==> src/rtl/xlat_pkg.sv <==
package xlat_pkg;

  typedef enum logic [2:0] {
    K_OK      = 3'd0,
    K_BAD     = 3'd1,
    K_NOMATCH = 3'd2,
    K_INVALID = 3'd3,
    K_DIRTY   = 3'd4,
    K_RINH    = 3'd5,
    K_XINH    = 3'd6,
    K_PRIV    = 3'd7
  } kind_e;

  localparam logic [1:0] ACC_LOAD  = 2'd0;
  localparam logic [1:0] ACC_STORE = 2'd1;
  localparam logic [1:0] ACC_FETCH = 2'd2;

  localparam logic [3:0] EX_NONE      = 4'd0;
  localparam logic [3:0] EX_ADR_FETCH = 4'd1;
  localparam logic [3:0] EX_ADR_MEM   = 4'd2;
  localparam logic [3:0] EX_PI_LOAD   = 4'd3;
  localparam logic [3:0] EX_PI_STORE  = 4'd4;
  localparam logic [3:0] EX_PI_FETCH  = 4'd5;
  localparam logic [3:0] EX_MODIFY    = 4'd6;
  localparam logic [3:0] EX_NO_READ   = 4'd7;
  localparam logic [3:0] EX_NO_EXEC   = 4'd8;
  localparam logic [3:0] EX_PRIV      = 4'd9;

  // TLB result code to internal fault kind; code 7 is reserved.
  function automatic kind_e tlb_to_kind(input logic [2:0] code);
    case (code)
      3'd0:    return K_OK;
      3'd1:    return K_NOMATCH;
      3'd2:    return K_INVALID;
      3'd3:    return K_DIRTY;
      3'd4:    return K_RINH;
      3'd5:    return K_XINH;
      3'd6:    return K_PRIV;
      default: return K_BAD;
    endcase
  endfunction

endpackage

==> src/rtl/xlat_win_match.sv <==
module xlat_win_match #(
  parameter int NWIN     = 4,
  parameter int ADDR_W   = 64,
  parameter int VA_W     = 48,
  parameter int EN_K_BIT = 0,
  parameter int EN_U_BIT = 3
) (
  input  logic [NWIN*ADDR_W-1:0] win_cfg,
  input  logic [ADDR_W-1:0]      vaddr,
  input  logic [1:0]             priv,
  output logic [NWIN-1:0]        hit,
  output logic                   hit_any
);
  localparam int TAG_W = ADDR_W - VA_W;

  logic use_k, use_u;
  assign use_k = (priv == 2'd0);
  assign use_u = (priv == 2'd3);

  for (genvar i = 0; i < NWIN; i++) begin : g_win
    logic [ADDR_W-1:0] w;
    logic              en;
    assign w  = win_cfg[i*ADDR_W +: ADDR_W];
    assign en = (use_k & w[EN_K_BIT]) | (use_u & w[EN_U_BIT]);
    assign hit[i] = en && (w[ADDR_W-1 -: TAG_W] == vaddr[ADDR_W-1 -: TAG_W]);
  end

  assign hit_any = |hit;

endmodule

==> src/rtl/xlat_exc_map.sv <==
module xlat_exc_map
  import xlat_pkg::*;
(
  input  kind_e      kind,
  input  logic [1:0] acc,
  output logic [3:0] exc_code,
  output logic       fault,
  output logic       refill
);
  logic [3:0] pi_code;

  always_comb begin
    case (acc)
      ACC_STORE: pi_code = EX_PI_STORE;
      ACC_FETCH: pi_code = EX_PI_FETCH;
      default:   pi_code = EX_PI_LOAD;
    endcase
  end

  always_comb begin
    fault  = (kind != K_OK);
    refill = (kind == K_NOMATCH);
    case (kind)
      K_OK:      exc_code = EX_NONE;
      K_NOMATCH: exc_code = pi_code;
      K_INVALID: exc_code = pi_code;
      K_DIRTY:   exc_code = EX_MODIFY;
      K_RINH:    exc_code = EX_NO_READ;
      K_XINH:    exc_code = EX_NO_EXEC;
      K_PRIV:    exc_code = EX_PRIV;
      default:   exc_code = (acc == ACC_FETCH) ? EX_ADR_FETCH : EX_ADR_MEM;
    endcase
  end

endmodule

==> src/rtl/xlat_front.sv <==
module xlat_front
  import xlat_pkg::*;
#(
  parameter int NWIN     = 4,
  parameter int ADDR_W   = 64,
  parameter int VA_W     = 48,
  parameter int PA_W     = 48,
  parameter int EXT_W    = 16,
  parameter int PG_SHIFT = 12
) (
  input  logic                   clk,
  input  logic                   rst,
  input  logic                   req_valid,
  input  logic [ADDR_W-1:0]      req_vaddr,
  input  logic [1:0]             req_acc,
  input  logic [1:0]             req_priv,
  input  logic                   mode_da,
  input  logic                   mode_pg,
  input  logic [NWIN*ADDR_W-1:0] win_cfg,
  input  logic                   dbg_hold,
  output logic                   busy,
  output logic                   tlb_req,
  output logic [ADDR_W-1:0]      tlb_vaddr,
  output logic [1:0]             tlb_acc,
  input  logic                   tlb_rsp_valid,
  input  logic [2:0]             tlb_rsp_code,
  input  logic [PA_W-1:0]        tlb_rsp_paddr,
  input  logic [2:0]             tlb_rsp_grant,
  output logic                   done,
  output logic [PA_W-1:0]        pa_out,
  output logic [2:0]             grant,
  output logic                   exc_valid,
  output logic [3:0]             exc_code,
  output logic                   refill_set,
  output logic                   refill_badv_we,
  output logic [ADDR_W-1:0]      refill_badv,
  output logic [VA_W-PG_SHIFT-2:0] refill_vppn,
  output logic                   badv_we,
  output logic [ADDR_W-1:0]      badv,
  output logic                   ehi_we,
  output logic [ADDR_W-1:0]      ehi
);
  localparam int PAIR_LSB = PG_SHIFT + 1;
  localparam int VPPN_W   = VA_W - PAIR_LSB;

  typedef enum logic {S_IDLE, S_WAIT} st_e;
  st_e st;

  logic [ADDR_W-1:0] va_q;
  logic [1:0]        acc_q;

  logic              accept;
  logic [NWIN-1:0]   win_hit;
  logic              win_any;
  logic              direct;
  logic              canon;
  logic [EXT_W-1:0]  ext_bits;
  logic              local_done;
  kind_e             local_kind;

  logic              fin_go;
  kind_e             fin_kind;
  logic [ADDR_W-1:0] fin_va;
  logic [1:0]        fin_acc;
  logic [PA_W-1:0]   fin_pa;
  logic [2:0]        fin_grant;
  logic [3:0]        fin_code;
  logic              fin_fault;
  logic              fin_refill;

  assign accept = (st == S_IDLE) && req_valid;
  assign busy   = (st == S_WAIT);

  xlat_win_match #(
    .NWIN(NWIN), .ADDR_W(ADDR_W), .VA_W(VA_W), .EN_K_BIT(0), .EN_U_BIT(3)
  ) u_win (
    .win_cfg (win_cfg),
    .vaddr   (req_vaddr),
    .priv    (req_priv),
    .hit     (win_hit),
    .hit_any (win_any)
  );

  assign direct   = mode_da & ~mode_pg;
  assign ext_bits = req_vaddr[VA_W +: EXT_W];
  assign canon    = (&ext_bits) | ~(|ext_bits);

  always_comb begin
    local_done = direct | win_any | ~canon;
    local_kind = (direct | win_any) ? K_OK : K_BAD;
  end

  always_comb begin
    if (st == S_WAIT) begin
      fin_go    = tlb_rsp_valid;
      fin_kind  = tlb_to_kind(tlb_rsp_code);
      fin_va    = va_q;
      fin_acc   = acc_q;
      fin_pa    = tlb_rsp_paddr;
      fin_grant = tlb_rsp_grant;
    end else begin
      fin_go    = accept & local_done;
      fin_kind  = local_kind;
      fin_va    = req_vaddr;
      fin_acc   = req_acc;
      fin_pa    = req_vaddr[PA_W-1:0];
      fin_grant = 3'b111;
    end
  end

  xlat_exc_map u_map (
    .kind     (fin_kind),
    .acc      (fin_acc),
    .exc_code (fin_code),
    .fault    (fin_fault),
    .refill   (fin_refill)
  );

  // Sequencer and request port.
  always_ff @(posedge clk) begin
    if (rst) begin
      st        <= S_IDLE;
      tlb_req   <= 1'b0;
      tlb_vaddr <= '0;
      tlb_acc   <= '0;
      va_q      <= '0;
      acc_q     <= '0;
    end else begin
      tlb_req <= 1'b0;
      case (st)
        S_IDLE: begin
          if (accept && !local_done) begin
            st        <= S_WAIT;
            tlb_req   <= 1'b1;
            tlb_vaddr <= req_vaddr;
            tlb_acc   <= req_acc;
            va_q      <= req_vaddr;
            acc_q     <= req_acc;
          end
        end
        default: begin
          if (tlb_rsp_valid) st <= S_IDLE;
        end
      endcase
    end
  end

  // Registered result and capture strobes.
  always_ff @(posedge clk) begin
    if (rst) begin
      done           <= 1'b0;
      pa_out         <= '0;
      grant          <= '0;
      exc_valid      <= 1'b0;
      exc_code       <= '0;
      refill_set     <= 1'b0;
      refill_badv_we <= 1'b0;
      refill_badv    <= '0;
      refill_vppn    <= '0;
      badv_we        <= 1'b0;
      badv           <= '0;
      ehi_we         <= 1'b0;
      ehi            <= '0;
    end else begin
      done           <= fin_go;
      refill_set     <= 1'b0;
      refill_badv_we <= 1'b0;
      badv_we        <= 1'b0;
      ehi_we         <= 1'b0;
      if (fin_go) begin
        exc_valid <= fin_fault;
        exc_code  <= fin_code;
        pa_out    <= fin_fault ? '0 : fin_pa;
        grant     <= fin_fault ? 3'b000 : fin_grant;
        if (fin_refill) begin
          refill_set     <= 1'b1;
          refill_badv_we <= 1'b1;
          refill_badv    <= fin_va;
          refill_vppn    <= fin_va[PAIR_LSB +: VPPN_W];
        end else if (fin_fault) begin
          ehi_we <= 1'b1;
          ehi    <= {fin_va[ADDR_W-1:PAIR_LSB], {PAIR_LSB{1'b0}}};
          if (!dbg_hold) begin
            badv_we <= 1'b1;
            badv    <= fin_va;
          end
        end
      end
    end
  end

endmodule

==> config.mk <==
export PLATFORM = sky130hd
export DESIGN_NAME = xlat_front
export DESIGN_NICKNAME = d
export VERILOG_FILES = /design/src/rtl/xlat_pkg.sv /design/src/rtl/xlat_win_match.sv /design/src/rtl/xlat_exc_map.sv /design/src/rtl/xlat_front.sv
export SDC_FILE = /design/constraint.sdc
export NUM_CORES = 1
export LEC_CHECK = 0
export BUFFER_PORTS_ARGS = -buffer_cell sky130_fd_sc_hd__buf_2
export CORE_AREA = 2 2 288 290
export DETAILED_ROUTE_END_ITERATION = 16
export DIE_AREA = 0 0 290 292
export PLACE_DENSITY = 0.38
export REMOVE_ABC_BUFFERS = 1
export SLEW_MARGIN = 20
export SYNTH_ARGS = -nofsm -noshare
export SYNTH_HDL_FRONTEND = slang
export SYNTH_SLANG_ARGS = --single-unit
export TNS_END_PERCENT = 1
==> constraint.sdc <==
create_clock -name clk -period 3.8 [get_ports clk]
set_input_delay 0.57 -clock clk [delete_from_list [all_inputs] [get_ports clk]]
set_output_delay 0.57 -clock clk [all_outputs]
set_load 0.05 [all_outputs]
; After elaboration in Yosys (flattened, before gate mapping)
; Index checks and enable logic that the tools add are counted.
[word_totals]
register_bits = 342
latch_bits = 0
ramBits = 0
romBits = 0
in_bits = 385
out_inout_bits = 356
elab_cells = 102
memories = 0
[classes]
addsub = 0
n_mul = 0
div = 0
n_lt_le_gt_ge = 0
eq_ne = 19
n_shift = 0
mux = 19
bitwise = 25
n_reduce_logical = 23
[op_table]
columns = operator, n
row1 = $mux W48, 2
row2 = $eq A16 B16 Y1, 4
row3 = $mux W64, 1
row4 = $pmux W4 S6, 1
row5 = $eq A3 B3 Y1 const B, 7
row6 = $pmux W3 S7, 1
row7 = $reduce_and A16 Y1, 1
row8 = $reduce_or A16 Y1, 1
row9 = $eq A3 B2 Y1 const B, 4
row10 = $and A1 B1 Y1, 10
row11 = $mux W3, 3
row12 = $mux W1, 8
row13 = $not A1 Y1, 8
row14 = $reduce_or A4 Y1, 2
row15 = $or A1 B1 Y1, 7
row16 = $logic_and A1 B1 Y1, 6
row17 = $logic_not A3 Y1, 2
row18 = $pmux W3 S2, 1
row19 = $reduce_or A2 Y1, 3
row20 = $eq A2 B2 Y1 const B, 2
row21 = $mux W2, 2
row22 = $reduce_and A2 Y1, 2
row23 = $reduce_and A4 Y1, 1
row24 = $eq A3 B1 Y1 const B, 1
row25 = other kinds (6), 6

; Depth between registers and ports, before layout
[depth]
ltp_word = 11
mapped_depth = 12
ltp_nobuf = 9

; Modules after synthesis
; From an unflattened synthesis, not the netlist that was laid out.
[hier_totals]
cells_unflattened = 1538
area_unflattened_um2 = 14059.7
[by_module_without_submodules]
columns = mod, instances, cells_per_inst, area_per_inst_um2, seq_area_each_um2
row1 = xlat_front, 1, 1425, 13180.1, 6145.9
row2 = xlat_win_match, 1, 96, 773.2, 0.0
row3 = xlat_exc_map, 1, 17, 106.4, 0.0

; Worst setup path after synthesis
; OpenSTA, ideal clock, no wires.
[synth_path]
path_type = register -> register
startpoint = register st (netlist: busy)
endpoint = register exc_code[2]
setup_ns = 0.132
t_arrival_ns = 2.902
required_ns = 3.668
setup_slack_ns = 0.766
stages_incl_launch_ff = 12
path_buffers = 3
synth_period_minus_slack_ns = 3.034
path_cell_list = dfxtp_1 > clkbuf_1 > buf_1 > clkbuf_1 > mux2i_1 > inv_1 > ha_1 > inv_1 > maj3_1 > o21ai_0 > or3_1 > a21oi_1
[synth_via]
elab_chain_len = 4
word_cells_on_any_way = 18
classes_between = eq/ne: 8 / mux: 5 / bitwise: 2 / reduce/logical: 3
[synth_rtl]
columns = item, line
row1 = from (decl), xlat_front.sv:47  ; st_e st;
row2 = from (signal assigned), xlat_front.sv:122  ; st <= S_IDLE;
row3 = from (signal assigned), xlat_front.sv:133  ; st <= S_WAIT;
row4 = from (signal assigned), xlat_front.sv:142  ; if (tlb_rsp_valid) st <= S_IDLE;
row5 = "$mux W2, or another cell as far along", xlat_front.sv:94  ; if (st == S_WAIT) begin
row6 = "$eq A2 B2 Y1, or another cell as far along", xlat_exc_map.sv:13  ; case (acc)
row7 = "$pmux W3 S2, or another cell as far along", xlat_exc_map.sv:13
row8 = $pmux W4 S6 or $mux W1 (tied branches), "xlat_exc_map.sv:23, xlat_front.sv:94"
row9 = to (signal assigned), xlat_front.sv:172  ; exc_code <= fin_code;
row10 = to (decl), xlat_front.sv:33  ; output logic [3:0] exc_code,
; Parallel ways exist; a longest one is shown, timed or not.
; A chain may end at the register's enable or synchronous reset.

; Worst setup path after layout
[layout_path]
startpoint = input req_priv[0]
endpoint = register grant[0]
[layout_via]
elab_chain_len = 10
word_cells_on_any_way = 27
classes_between = eq/ne: 1 / mux: 4 / bitwise: 15 / reduce/logical: 7
[layout_rtl]
columns = item, line
row1 = from (decl), xlat_front.sv:16  ; input logic [1:0] req_priv,
row2 = $eq A2 B2 Y1 or $logic_not A2 Y1 (tied branches), "xlat_win_match.sv:18, xlat_win_match.sv:17"
row3 = $and A1 B1 Y1, xlat_win_match.sv:24  ; assign en = (use_k & w[EN_K_BIT]) | (use_u & w[EN_U_BIT]);
row4 = $or A1 B1 Y1, xlat_win_match.sv:24
row5 = $logic_and A1 B1 Y1, xlat_win_match.sv:25  ; assign hit[i] = en && (w[ADDR_W-1 -: TAG_W] == vaddr[ADDR_W-1 -: TAG_W]);
row6 = $reduce_or A4 Y1 *, xlat_win_match.sv:28  ; assign hit_any = |hit;
row7 = $or A1 B1 Y1 *, "xlat_front.sv:89, xlat_front.sv:90"
row8 = $mux W1, xlat_front.sv:90  ; local_kind = (direct | win_any) ? K_OK : K_BAD;
row9 = $mux W3, xlat_front.sv:94
row10 = $reduce_bool A3 Y1, xlat_exc_map.sv:21  ; fault = (kind != K_OK);
row11 = $mux W3, xlat_front.sv:174  ; grant <= fin_fault ? 3'b000 : fin_grant;
row12 = to (signal assigned), xlat_front.sv:174
row13 = to (decl), xlat_front.sv:31  ; output logic [2:0] grant,
; Mark *: on every way between the ends. The rest lies on a longest branch, timed or not.

==> impl_results.md <==
* Status: complete, no violations
* Final GP Congestion at roughly 0.86
* Startpoint types: input port
* Die ar. at approximately 85000 sq um
* Area of the multi-input gates at approximately 6300 sq um
* Clock Tree Buf Depth at 3
* Yosys reg bits at 307
* Top-area cell type share of the netlist area at 46.2%
* Mapped cell area at 13300 sq um
* Post-CTS resize count at 0
* Core Area at 81600 sq um
* CP Class: in2reg
* MaxCap Viol Count at 0
* Period minus WS final at 2720 ps
* Post-synth top area cell: dfxtp_1
* Synth async-reset ratio at 0%
* Hold Path Depth at 3
* RSZ-0062 raised after global routing: false
* Ys flop type: dfxtp_1
* Design area at between 15000 and 20000 sq um
* Cell Pwr Density at roughly 460 nW/um^2
* Clk_lat worst skew at 550 ps
* TritonCTS clock tree: yes
* Worst EP required at 4220 ps
* Worst min path class: in2reg
* Final hold violations at 0
* Fillers at 8990
* Worst-Margin Slew at around 900 ps
* Placed Area at about 17000 sq um
* Peak supply drop at 241 uV
* Area grow syn2layout at 35.6%
* Rows at 105
* Top cells by instance count after synthesis: 307 x dfxtp_1, 235 x a21oi_1, 129 x a211oi_1, 126 x nor2_1, 77 x clkbuf_1
* DR vias at ~12000
* Worst R2R Setup Slack at 1260 ps
* Postcts setup bufs at 0
* Vias per std cell at 4.16
* Hold Path End: va_q[37]
* R2R cell count at 6
* RR Startpoint: busy
* Final ANT Viol Nets at 0
* Area contributors post-synth: dfxtp_1 46%, a21oi_1 8.8%, a211oi_1 7.3%
* Worst EP arrival at approximately 3100 ps
* Slew Limit Headroom at 39.7%
* IO buf count at 543
* Fin. max-slew vios at 0
* Leak at 7.38 nW
* Maximum clock rate at 368 MHz
* Syn Area/Cell at 9.49 sq um
* Critical Path End Type: register
* Initial antenna violation count at 4
* CTS Buf Count at 39
* Setup_tns at 0 ps
* Fraction of layout cells with a size suffix above 1 at 36.9%
* Period utilization at 71.6%
* Clk slew on worst S/H paths at 60 ps
* Dpl hpwl at 41200 microns
* Number of DRC markers in iteration 0 at around 420
* EDFF count, synth at 0
* # DRC at 0
* Drt total wl at 56900 microns
* Register area at roughly 6100 sq um
* Sink Count at 307
* First-pass GRT wire length at 83000 microns
* CP max FO at 35
* Worst R2R End: grant[0]
* DR pass1 iterations at 5
* Initial core utilization at about 16%
* Synthesized instance count at 1402
* Seq/Total Area, Yosys at 46.2%
* DIE WIDTH at between 200 and 300 microns
* Largest net degree at the start of global routing at 121
* Ports at 741
* Clk_skew at 17.7 ps
* GRT Util Overall at between 10% and 20%
* Total gr overflow at 0
* Number of global-route vias before repair at 12400
* Hold buffers post-CTS at 0
* Final setup vio count at 0
* Hold Crit Start: req_vaddr[37]
* Yosys warns at 0
* Final nets at 2223
* Synth cell types at 52
* Count leader, synth: dfxtp_1
* CTS H-tree depth at 2
* Die height at 292 microns
* Routed WL per cell at 19.4 microns
* Clk root buf: clkbuf_16
## where the power goes
part / internal, mW / total (mW) / leakage, nW / switching (mW)
Clock: 2.24 / 3.74 / 0.622 / 1.49
Combinational: 0.331 / 1.24 / 4.25 / 0.907
Sequential: 3.32 / 3.37 / 2.50 / 0.0484
Total: 5.90 / 8.35 / 7.38 / 2.45
## worst max-delay path by stage
stage            endpoint     startpoint
3_5_place_dp   pa_out[40]  req_vaddr[48]
2_1_floorplan     badv[0]           busy
3_3_place_gp    pa_out[2]  req_vaddr[49]
4_1_cts        pa_out[34]  req_vaddr[48]
5_1_grt        pa_out[14]  req_vaddr[48]
6_report         grant[0]    req_priv[0]
## logic make-up (layout without fill, tap and decap cells)
| kind of cell | after synthesis | in the layout | share of synthesized area (%) |
|---|---|---|---|
| AOI/OAI and AO/OA | 493 | 493 | 26.0 |
| DFF | 307 | 307 | 46.2 |
| and+or+nand+nor | 276 | 276 | 10.6 |
| buffers and inverters | 188 | 635 | 7.39 |
| muxes | 69 | 69 | 5.19 |
| xor gates and xnor gates | 65 | 65 | 4.28 |
| adders and majority gates | 3 | 3 | 0.263 |
| other | 1 | 15 | 0.0282 |
## per-layer routing
layer / part of all wire (%) / up-vias / global-route usage, %
met5: 0.037 / - / 0
met4: 2.5 / 4 / 3.82
met3: 6.2 / 83 / 3.52
met2: 50 / 407 / 23.0
met1: 41 / 5776 / 14.8
li1: - / 5921 / -
## placed cells by master (no fill, tap or decap), drive strengths merged, types with 3 or more instances in the layout
master   netlist  final
a211oi       179    179
a21oi        236    236
a22oi          3      3
and3           4      4
and4           4      4
buf          105    563
bufinv         0      3
clkbuf        77     53
clkinv         1      8
conb           1     13
dfxtp        307    307
inv            5      6
mux2i         69     69
nand2         14     14
nand2b        17     17
nand3          5      5
nand4         12     12
nor2         128    128
nor2b         51     51
nor3           6      6
nor4          24     24
nor4b          6      6
o21ai         10     10
o2bb2ai       52     52
xnor2         22     22
xor2          43     43
## flip-flops by register name, summed over array words and instances (netlist names)
register / flops
acc_q: 2
badv: 64
badv_we: 1
busy: 1
done: 1
ehi: 51
ehi_we: 1
exc_code: 4
exc_valid: 1
grant: 3
pa_out: 48
refill_badv: 64
refill_badv_we: 1
tlb_req: 1
va_q: 64
## cell type report
class | count | area share [%]
tap | 1070 | 7.42
clock inverter | 13 | 0.888
timing repair buffer | 563 | 16.6
sequential | 307 | 34.1
inverter | 6 | 0.125
antenna | 2 | 0.0277
multi-input combinational | 919 | 34.7
clock buffer | 53 | 6.15
## critical path: stages
cell and delay (ps):
buf_2 100, and2_1 220, a22o_1 330, and3_1 200, a22o_1 280, o31a_1 320, o21ai_4 670, buf_12 320
o2bb2ai_1 90
## metrics by stage
step	setup slack [ps]	util, %	hold slack [ps]	power (mW)	instances
3_3_place_gp	416	20.5	440	4.69	2865
4_1_cts	995	22.1	218	8.51	2931
5_1_grt	891	22.1	234	8.70	2933
3_5_place_dp	384	20.5	442	4.69	2865
2_1_floorplan	-4820	-	635	4.18	1232
6_report	1080	22.1	261	8.35	2933
(Power assumes the default switching activity.)
